**src/rtl/simt_pkg.sv**
```systemverilog
package simt_pkg;

    typedef enum logic [1:0] {
        BK_LINEAR     = 2'd0,
        BK_ALL_TAKEN  = 2'd1,
        BK_NONE_TAKEN = 2'd2,
        BK_SPLIT      = 2'd3
    } br_kind_e;

endpackage

```
**src/rtl/simt_branch_split.sv**
```systemverilog
module simt_branch_split
    import simt_pkg::*;
#(
    parameter int THREADS = 4
) (
    input  logic               is_branch,
    input  logic [THREADS-1:0] act_mask,
    input  logic [THREADS-1:0] taken,
    output logic [THREADS-1:0] tk_mask,
    output logic [THREADS-1:0] nt_mask,
    output br_kind_e           kind
);

    always_comb begin
        tk_mask = act_mask & taken;
        nt_mask = act_mask & ~taken;
        if (!is_branch)
            kind = BK_LINEAR;
        else if (nt_mask == '0)
            kind = BK_ALL_TAKEN;
        else if (tk_mask == '0)
            kind = BK_NONE_TAKEN;
        else
            kind = BK_SPLIT;
    end

endmodule

```
**src/rtl/simt_entry_file.sv**
```systemverilog
module simt_entry_file #(
    parameter int          DEPTH    = 8,
    parameter int          PC_W     = 16,
    parameter int          THREADS  = 4,
    parameter logic [15:0] RESET_PC = 16'h0100,
    localparam int         SP_W     = $clog2(DEPTH),
    localparam int         EW       = 2 * PC_W + THREADS,
    localparam int         NWR      = 3
) (
    input  logic            clk,
    input  logic            rst_n,
    input  logic [NWR-1:0]  we,
    input  logic [SP_W-1:0] waddr [NWR],
    input  logic [EW-1:0]   wdata [NWR],
    input  logic [SP_W-1:0] raddr,
    output logic [EW-1:0]   rdata
);

    localparam logic [EW-1:0] BASE_REC =
        {{PC_W{1'b1}}, PC_W'(RESET_PC), {THREADS{1'b1}}};

    logic [EW-1:0] slot_q [DEPTH];

    for (genvar s = 0; s < DEPTH; s++) begin : g_slot
        always_ff @(posedge clk or negedge rst_n) begin
            if (!rst_n) begin
                slot_q[s] <= (s == 0) ? BASE_REC : '0;
            end else begin
                for (int p = 0; p < NWR; p++) begin
                    if (we[p] && waddr[p] == SP_W'(s))
                        slot_q[s] <= wdata[p];
                end
            end
        end
    end

    assign rdata = slot_q[raddr];

endmodule

```
**src/rtl/simt_reconv_stack.sv**
```systemverilog
module simt_reconv_stack
    import simt_pkg::*;
#(
    parameter int          THREADS  = 4,
    parameter int          PC_W     = 16,
    parameter int          DEPTH    = 8,
    parameter logic [15:0] RESET_PC = 16'h0100,
    localparam int         SP_W     = $clog2(DEPTH),
    localparam int         DW       = $clog2(DEPTH + 1),
    localparam int         EW       = 2 * PC_W + THREADS
) (
    input  logic               clk,
    input  logic               rst_n,
    input  logic               step_valid_i,
    input  logic               is_branch_i,
    input  logic [THREADS-1:0] taken_i,
    input  logic [PC_W-1:0]    taken_pc_i,
    input  logic [PC_W-1:0]    fall_pc_i,
    input  logic [PC_W-1:0]    reconv_pc_i,
    output logic [PC_W-1:0]    pc_o,
    output logic [THREADS-1:0] mask_o,
    output logic               pc_valid_o,
    output logic [DW-1:0]      depth_o,
    output logic               overflow_o
);

    typedef struct packed {
        logic [SP_W-1:0] sp;
        logic            ovf;
    } ctl_t;

    ctl_t ctl_d, ctl_q;

    logic [2:0]         wr_en;
    logic [SP_W-1:0]    wr_addr [3];
    logic [EW-1:0]      wr_data [3];
    logic [EW-1:0]      top_rec;
    logic [PC_W-1:0]    top_rc, top_np;
    logic [THREADS-1:0] top_mk, tk_mask, nt_mask;
    br_kind_e           kind;
    logic               at_merge, accept, room;

    simt_entry_file #(
        .DEPTH(DEPTH), .PC_W(PC_W), .THREADS(THREADS), .RESET_PC(RESET_PC)
    ) u_file (
        .clk(clk), .rst_n(rst_n), .we(wr_en), .waddr(wr_addr),
        .wdata(wr_data), .raddr(ctl_q.sp), .rdata(top_rec)
    );

    assign top_rc = top_rec[EW-1 -: PC_W];
    assign top_np = top_rec[THREADS +: PC_W];
    assign top_mk = top_rec[THREADS-1:0];

    simt_branch_split #(.THREADS(THREADS)) u_split (
        .is_branch(is_branch_i), .act_mask(top_mk), .taken(taken_i),
        .tk_mask(tk_mask), .nt_mask(nt_mask), .kind(kind)
    );

    always_comb begin
        ctl_d    = ctl_q;
        wr_en    = '0;
        at_merge = (ctl_q.sp != '0) && (top_np == top_rc);
        accept   = step_valid_i && !at_merge;
        room     = ({1'b0, ctl_q.sp} + (SP_W + 1)'(2)) < (SP_W + 1)'(DEPTH);
        for (int p = 0; p < 3; p++) begin
            wr_addr[p] = ctl_q.sp + SP_W'(p);
            wr_data[p] = top_rec;
        end
        if (at_merge) begin
            ctl_d.sp = ctl_q.sp - SP_W'(1);
        end else if (accept) begin
            unique case (kind)
                BK_LINEAR: begin
                    wr_en[0]   = 1'b1;
                    wr_data[0] = {top_rc, top_np + PC_W'(1), top_mk};
                end
                BK_ALL_TAKEN: begin
                    wr_en[0]   = 1'b1;
                    wr_data[0] = {top_rc, taken_pc_i, top_mk};
                end
                BK_NONE_TAKEN: begin
                    wr_en[0]   = 1'b1;
                    wr_data[0] = {top_rc, fall_pc_i, top_mk};
                end
                default: begin
                    if (room) begin
                        wr_en      = 3'b111;
                        wr_data[0] = {top_rc, reconv_pc_i, top_mk};
                        wr_data[1] = {reconv_pc_i, fall_pc_i, nt_mask};
                        wr_data[2] = {reconv_pc_i, taken_pc_i, tk_mask};
                        ctl_d.sp   = ctl_q.sp + SP_W'(2);
                    end else begin
                        ctl_d.ovf = 1'b1;
                    end
                end
            endcase
        end
    end

    always_ff @(posedge clk or negedge rst_n) begin
        if (!rst_n) ctl_q <= '0;
        else        ctl_q <= ctl_d;
    end

    assign pc_o       = top_np;
    assign mask_o     = top_mk;
    assign pc_valid_o = !at_merge;
    assign depth_o    = DW'(ctl_q.sp) + DW'(1);
    assign overflow_o = ctl_q.ovf;

    AST_MASK_LIVE: assert property (@(posedge clk) disable iff (!rst_n)
        mask_o != '0);
    AST_SPLIT_GROWS: assert property (@(posedge clk) disable iff (!rst_n)
        (step_valid_i && pc_valid_o && kind == BK_SPLIT && !overflow_o && room)
        |=> depth_o == $past(depth_o) + DW'(2));
    AST_SPLIT_NARROWS: assert property (@(posedge clk) disable iff (!rst_n)
        (step_valid_i && pc_valid_o && kind == BK_SPLIT && room)
        |=> (mask_o & ~$past(mask_o)) == '0);
    AST_UNIFORM_FLAT: assert property (@(posedge clk) disable iff (!rst_n)
        (step_valid_i && pc_valid_o && (kind == BK_ALL_TAKEN || kind == BK_NONE_TAKEN))
        |=> $stable(depth_o) && $stable(mask_o));
    AST_BUBBLE_POPS: assert property (@(posedge clk) disable iff (!rst_n)
        !pc_valid_o |=> depth_o == $past(depth_o) - DW'(1));
    AST_BASE_KEPT: assert property (@(posedge clk) disable iff (!rst_n)
        depth_o == DW'(1) |-> pc_valid_o);
    AST_NO_OVERFLOW_CLEAR: assert property (@(posedge clk) disable iff (!rst_n)
        overflow_o |=> overflow_o);
    AST_IDLE_HOLDS: assert property (@(posedge clk) disable iff (!rst_n)
        (!step_valid_i && pc_valid_o) |=> $stable(pc_o) && $stable(depth_o));

endmodule

```
**config.mk**
```make
export PLATFORM = sky130hd
export DESIGN_NAME = simt_reconv_stack
export DESIGN_NICKNAME = d
export VERILOG_FILES = /design/src/rtl/simt_pkg.sv /design/src/rtl/simt_branch_split.sv /design/src/rtl/simt_entry_file.sv /design/src/rtl/simt_reconv_stack.sv
export SDC_FILE = /design/constraint.sdc
export NUM_CORES = 1
export LEC_CHECK = 0
export BUFFER_PORTS_ARGS = -buffer_cell sky130_fd_sc_hd__buf_2
export CAP_MARGIN = 25
export CORE_MARGIN = 2
export CORE_UTILIZATION = 44
export CTS_CLUSTER_DIAMETER = 150
export CTS_CLUSTER_SIZE = 12
export DETAILED_ROUTE_END_ITERATION = 8
export GPL_TIMING_DRIVEN = 0
export MAX_ROUTING_LAYER = met4
export PLACE_DENSITY = 0.67
export SYNTH_ARGS = -nofsm -noshare
export SYNTH_HDL_FRONTEND = slang
export SYNTH_HIERARCHICAL = 1
export SYNTH_SLANG_ARGS = --single-unit
```
**constraint.sdc**
```tcl
create_clock -name clk -period 7.34 [get_ports clk]
set_input_delay 1.101 -clock clk [delete_from_list [all_inputs] [get_ports clk]]
set_output_delay 1.101 -clock clk [all_outputs]
set_load 0.03 [all_outputs]
```
==> flow_metrics.py <==
metrics = {
    "sta": {
        "tightestPinTransition_ns": 1.27,
        "setup_viol": 0,
        "slew_violations": 0,
        "slew_headroom_pct": 15.0,
        "period_needed_ns": 7.15,
        "hold_violations": 0,
        "timing.hold.ws_ns": 0.510,
        "final.setup_skew_ns": 0.0248,
        "fin_ws_ns": 0.185,
        "fmaxAchievable_mhz": 140,
        "rsz0062_at_grt": "no",
        "finalCritPeriodShare_pct": 97.5,
    },
    "floorplanning": {
        "core-area_um2": 48600,
        "die_x_um": 225,
        "die_height_um": 225,
        "start_util_pct": 44.4,
        "num_rows": 81,
        "ioPinCount": 82,
        "die_area_um2": 50800,
    },
    "synth": {
        "synth_adder_area_share_pct": 0.290,
        "synth_area_leader_cell": "dfrtp_1",
        "synth_area_um2": 21600,
        "yosys_warnings": 6,
        "synthFlopType": "dfrtp_1",
        "yosysMostFrequentCell": "nor2_1",
        "syn_inst": 2223,
        "synth-edff-count": 0,
        "synth_compound_area_share_pct": 13.6,
        "async_flop_share_pct": 100,
        "synth_top_area_share_pct": 31.4,
        "synth_mux_area_share_pct": 26.0,
        "syn_nets": 2284,
        "ys_types": 65,
        "avgSynthCellArea_um2": 9.71,
        "ys_seq_area_share_pct": 34.0,
        "synthTopCellsByArea": "dfrtp_1 (31%), mux2i_1 (14%), a211oi_1 (9.0%), nor4_1 (8.5%), mux4_2 (7.6%)",
        "synth_top_family_by_area": "multiplexers",
        "synth_common_cells": "nor2_1 (305), mux2i_1 (297), nor4_1 (292)",
        "yosys_register_bits": 292,
        "synth_simple_gate_area_share_pct": 17.4,
        "synthXorXnorAreaFrac_pct": 0.852,
    },
    "critical_path": {
        "cp_max_fo": 19,
        "cp-end-kind": "register",
        "critPathRequiredTime_ns": 7.81,
        "critPathKind": "reg2reg",
        "start_kind": "register",
        "worstPathArrival_ns": 7.62,
    },
    "placement": {
        "numPortBuffers": 81,
        "gp_congestion": 1.02,
        "post-dp-hpwl_mm": 63.0,
        "dpl_worst_slack_ns": -0.425,
    },
    "power": {
        "internal_power_mw": 6.21,
        "seqPwrFrac_pct": 23.8,
        "ir_worst_vdd_mv": 0.251,
        "combPwrFrac_pct": 64.7,
        "cellLeakagePower_nw": 10.5,
        "sw_frac_of_total_pct": 50.0,
        "p_clk_share_pct": 11.5,
        "p_per_area_nw_per_um2": 523,
        "p_sw_mw": 6.20,
    },
    "detailed_routing": {
        "dr_total_vias": 21592,
        "drt_iter0_drc": 3682,
        "route.antenna.remaining_nets": 0,
        "firstDrtPassIters": 5,
        "post_drt_wl_per_cell_um": 31.8,
        "drc": 0,
        "via_per_inst": 7.22,
        "wl_mm": 95.1,
    },
    "global_routing": {
        "grt-ovfl-total": 0,
        "antenna_found_initial": 1,
        "grt_pass1_vias": 21189,
        "grt_max_degree": 107,
        "grt_usage_pct": 38.1,
        "grt_pass1_wl_mm": 140,
    },
    "clock_tree": {
        "cts_tree": "built",
        "clkTransAtPathRegs_ns": 0.08,
        "clockRootBuffer": "clkbuf_16",
        "cts_made_buffers": 28,
        "clk_path_buf_depth": 3,
        "cts.htree.levels": 1,
        "clock_sinks": 292,
        "worstSkewPairLatency_ns": 0.59,
    },
    "final_layout": {
        "nNetsFinal": 2402,
        "multi_input_area_um2": 12500,
        "seqCellArea_um2": 7330,
        "syn_to_final_growth_pct": 9.90,
        "drive_gt1_share_pct": 20.2,
        "nFillCells": 4474,
    },
    "flow_run": {
        "drv_cap": 0,
    },
    "worst_hold_path": {
        "hp-class": "reg2reg",
    },
    "status": {
        "status": "completed",
    },
}
stage by stage:
step	total power, mW	std cells	util, %	area (µm²)	TNS [ns]
2_1_floorplan	8.34	2223	-	21600	0
3_3_place_gp	10.4	2926	46.8	22800	-188.87
3_5_place_dp	10.6	2929	46.9	22800	-28.89
4_1_cts	12.1	2986	48.7	23700	0
5_1_grt	12.9	2986	48.7	23700	0
6_report	12.4	2992	48.8	23700	0
registers in the layout (all words and copies together), names as in the netlist:
name	flops
overflow_o	1
ctl_q	3
u_file/slot_q	288
worst paths after layout:
path | start | end | slack, ns | cells past startpoint
min in group asynchronous | rst_n | u_file/slot_q[110] | 0.54 | 1
max in group asynchronous | rst_n | u_file/slot_q[267] | 5.76 | 2
setup reg to reg | ctl_q[1] | u_file/slot_q[95] | 0.19 | 18
hold / removal | overflow_o | overflow_o | 0.51 | 1
hold reg to reg | overflow_o | overflow_o | 0.51 | 1
setup / recovery | ctl_q[1] | u_file/slot_q[95] | 0.19 | 18
power by group through the flow:
stage | Combinational (mW) | Sequential (mW) | Clock (mW)
after floorplan | 5.59 | 2.75 | 0
after global placement | 7.47 | 2.90 | 0
after detailed placement | 7.69 | 2.93 | 0
after CTS | 7.74 | 2.91 | 1.44
after global routing | 8.43 | 3.01 | 1.50
final | 8.02 | 2.95 | 1.43
logic make-up (layout without fill, tap and decap cells):
group	Yosys count	in the layout
AND/OR/NAND/NOR	696	696
multiplexers	458	458
AO/OA/AOI/OAI	382	382
buffers and inverters	369	509
flip-flops	292	292
XOR/XNOR	21	21
adder cells (fa/ha/maj)	5	5
other	0	7
cell type report:
type	instances	share of cell area (%)
multi-input combinational	1562	52.8
tap	622	3.28
clock inverter	1	0.0369
antenna	7	0.0739
clock buffer	51	3.41
timing repair buffer	89	2.17
buffer	353	7.04
sequential	292	30.9
inverter	15	0.237
routing by layer:
layer  track usage (%)  wire length [µm]  part of all wire [%]
met1              46.6             34000                    36
met2              55.6             41100                    43
met3              11.5             13200                    14
met4              22.8              6700                   7.0
met5                 -                 0                     0
critical path: stages (launching register included):
cell      delay (ns)
dfrtp_2         0.54
buf_2           0.47
clkbuf_4        0.44
mux4_2          0.54
mux2_2          0.37
nor2b_4         0.16
or4_4           0.51
a31oi_1         0.48
clkbuf_1        0.43
and3_1          0.36
or2_2           0.15
clkbuf_1        0.41
inv_1           0.21
and4b_1         0.23
clkbuf_1        0.48
o21a_1          0.35
buf_2           0.24
buf_2           0.31
a211oi_1        0.33
what timing repair did:
item / CTS / global route
resized for setup: 2 / 8
endpoints found under the setup margin: 189 / 218
hold buffers: 0 / 0
endpoints found under the hold margin: 0 / 0
setup buffers: 5 / 0
pin swaps: 2 / 0
placed cells by master, fill, tap and decap left out, types with 5 or more instances in the layout:
cell type and instances:
ha_1 5, mux2_2 88, a211oi_1 259, nand4bb_1 6, mux2i_1 297, buf_1 75
diode_2 7, inv_1 15, clkbuf_4 6, nor4bb_1 5, clkbuf_2 6, and4_1 5
o21ai_0 27, dfstp_2 21, mux4_2 73, and4b_1 9, nor2b_1 5, nand3_1 7
and2_1 5, dfrtp_1 270, nor2_1 305, nand2_1 21, clkbuf_1 171, buf_6 16
a21oi_1 20, xnor2_1 6, xor2_1 15, o21a_1 9, a211oi_2 30, nor4_1 292
buf_4 33, clkbuf_16 29, nand4b_1 6, buf_2 154
No activity file was read; power rests on OpenSTA's default activity.
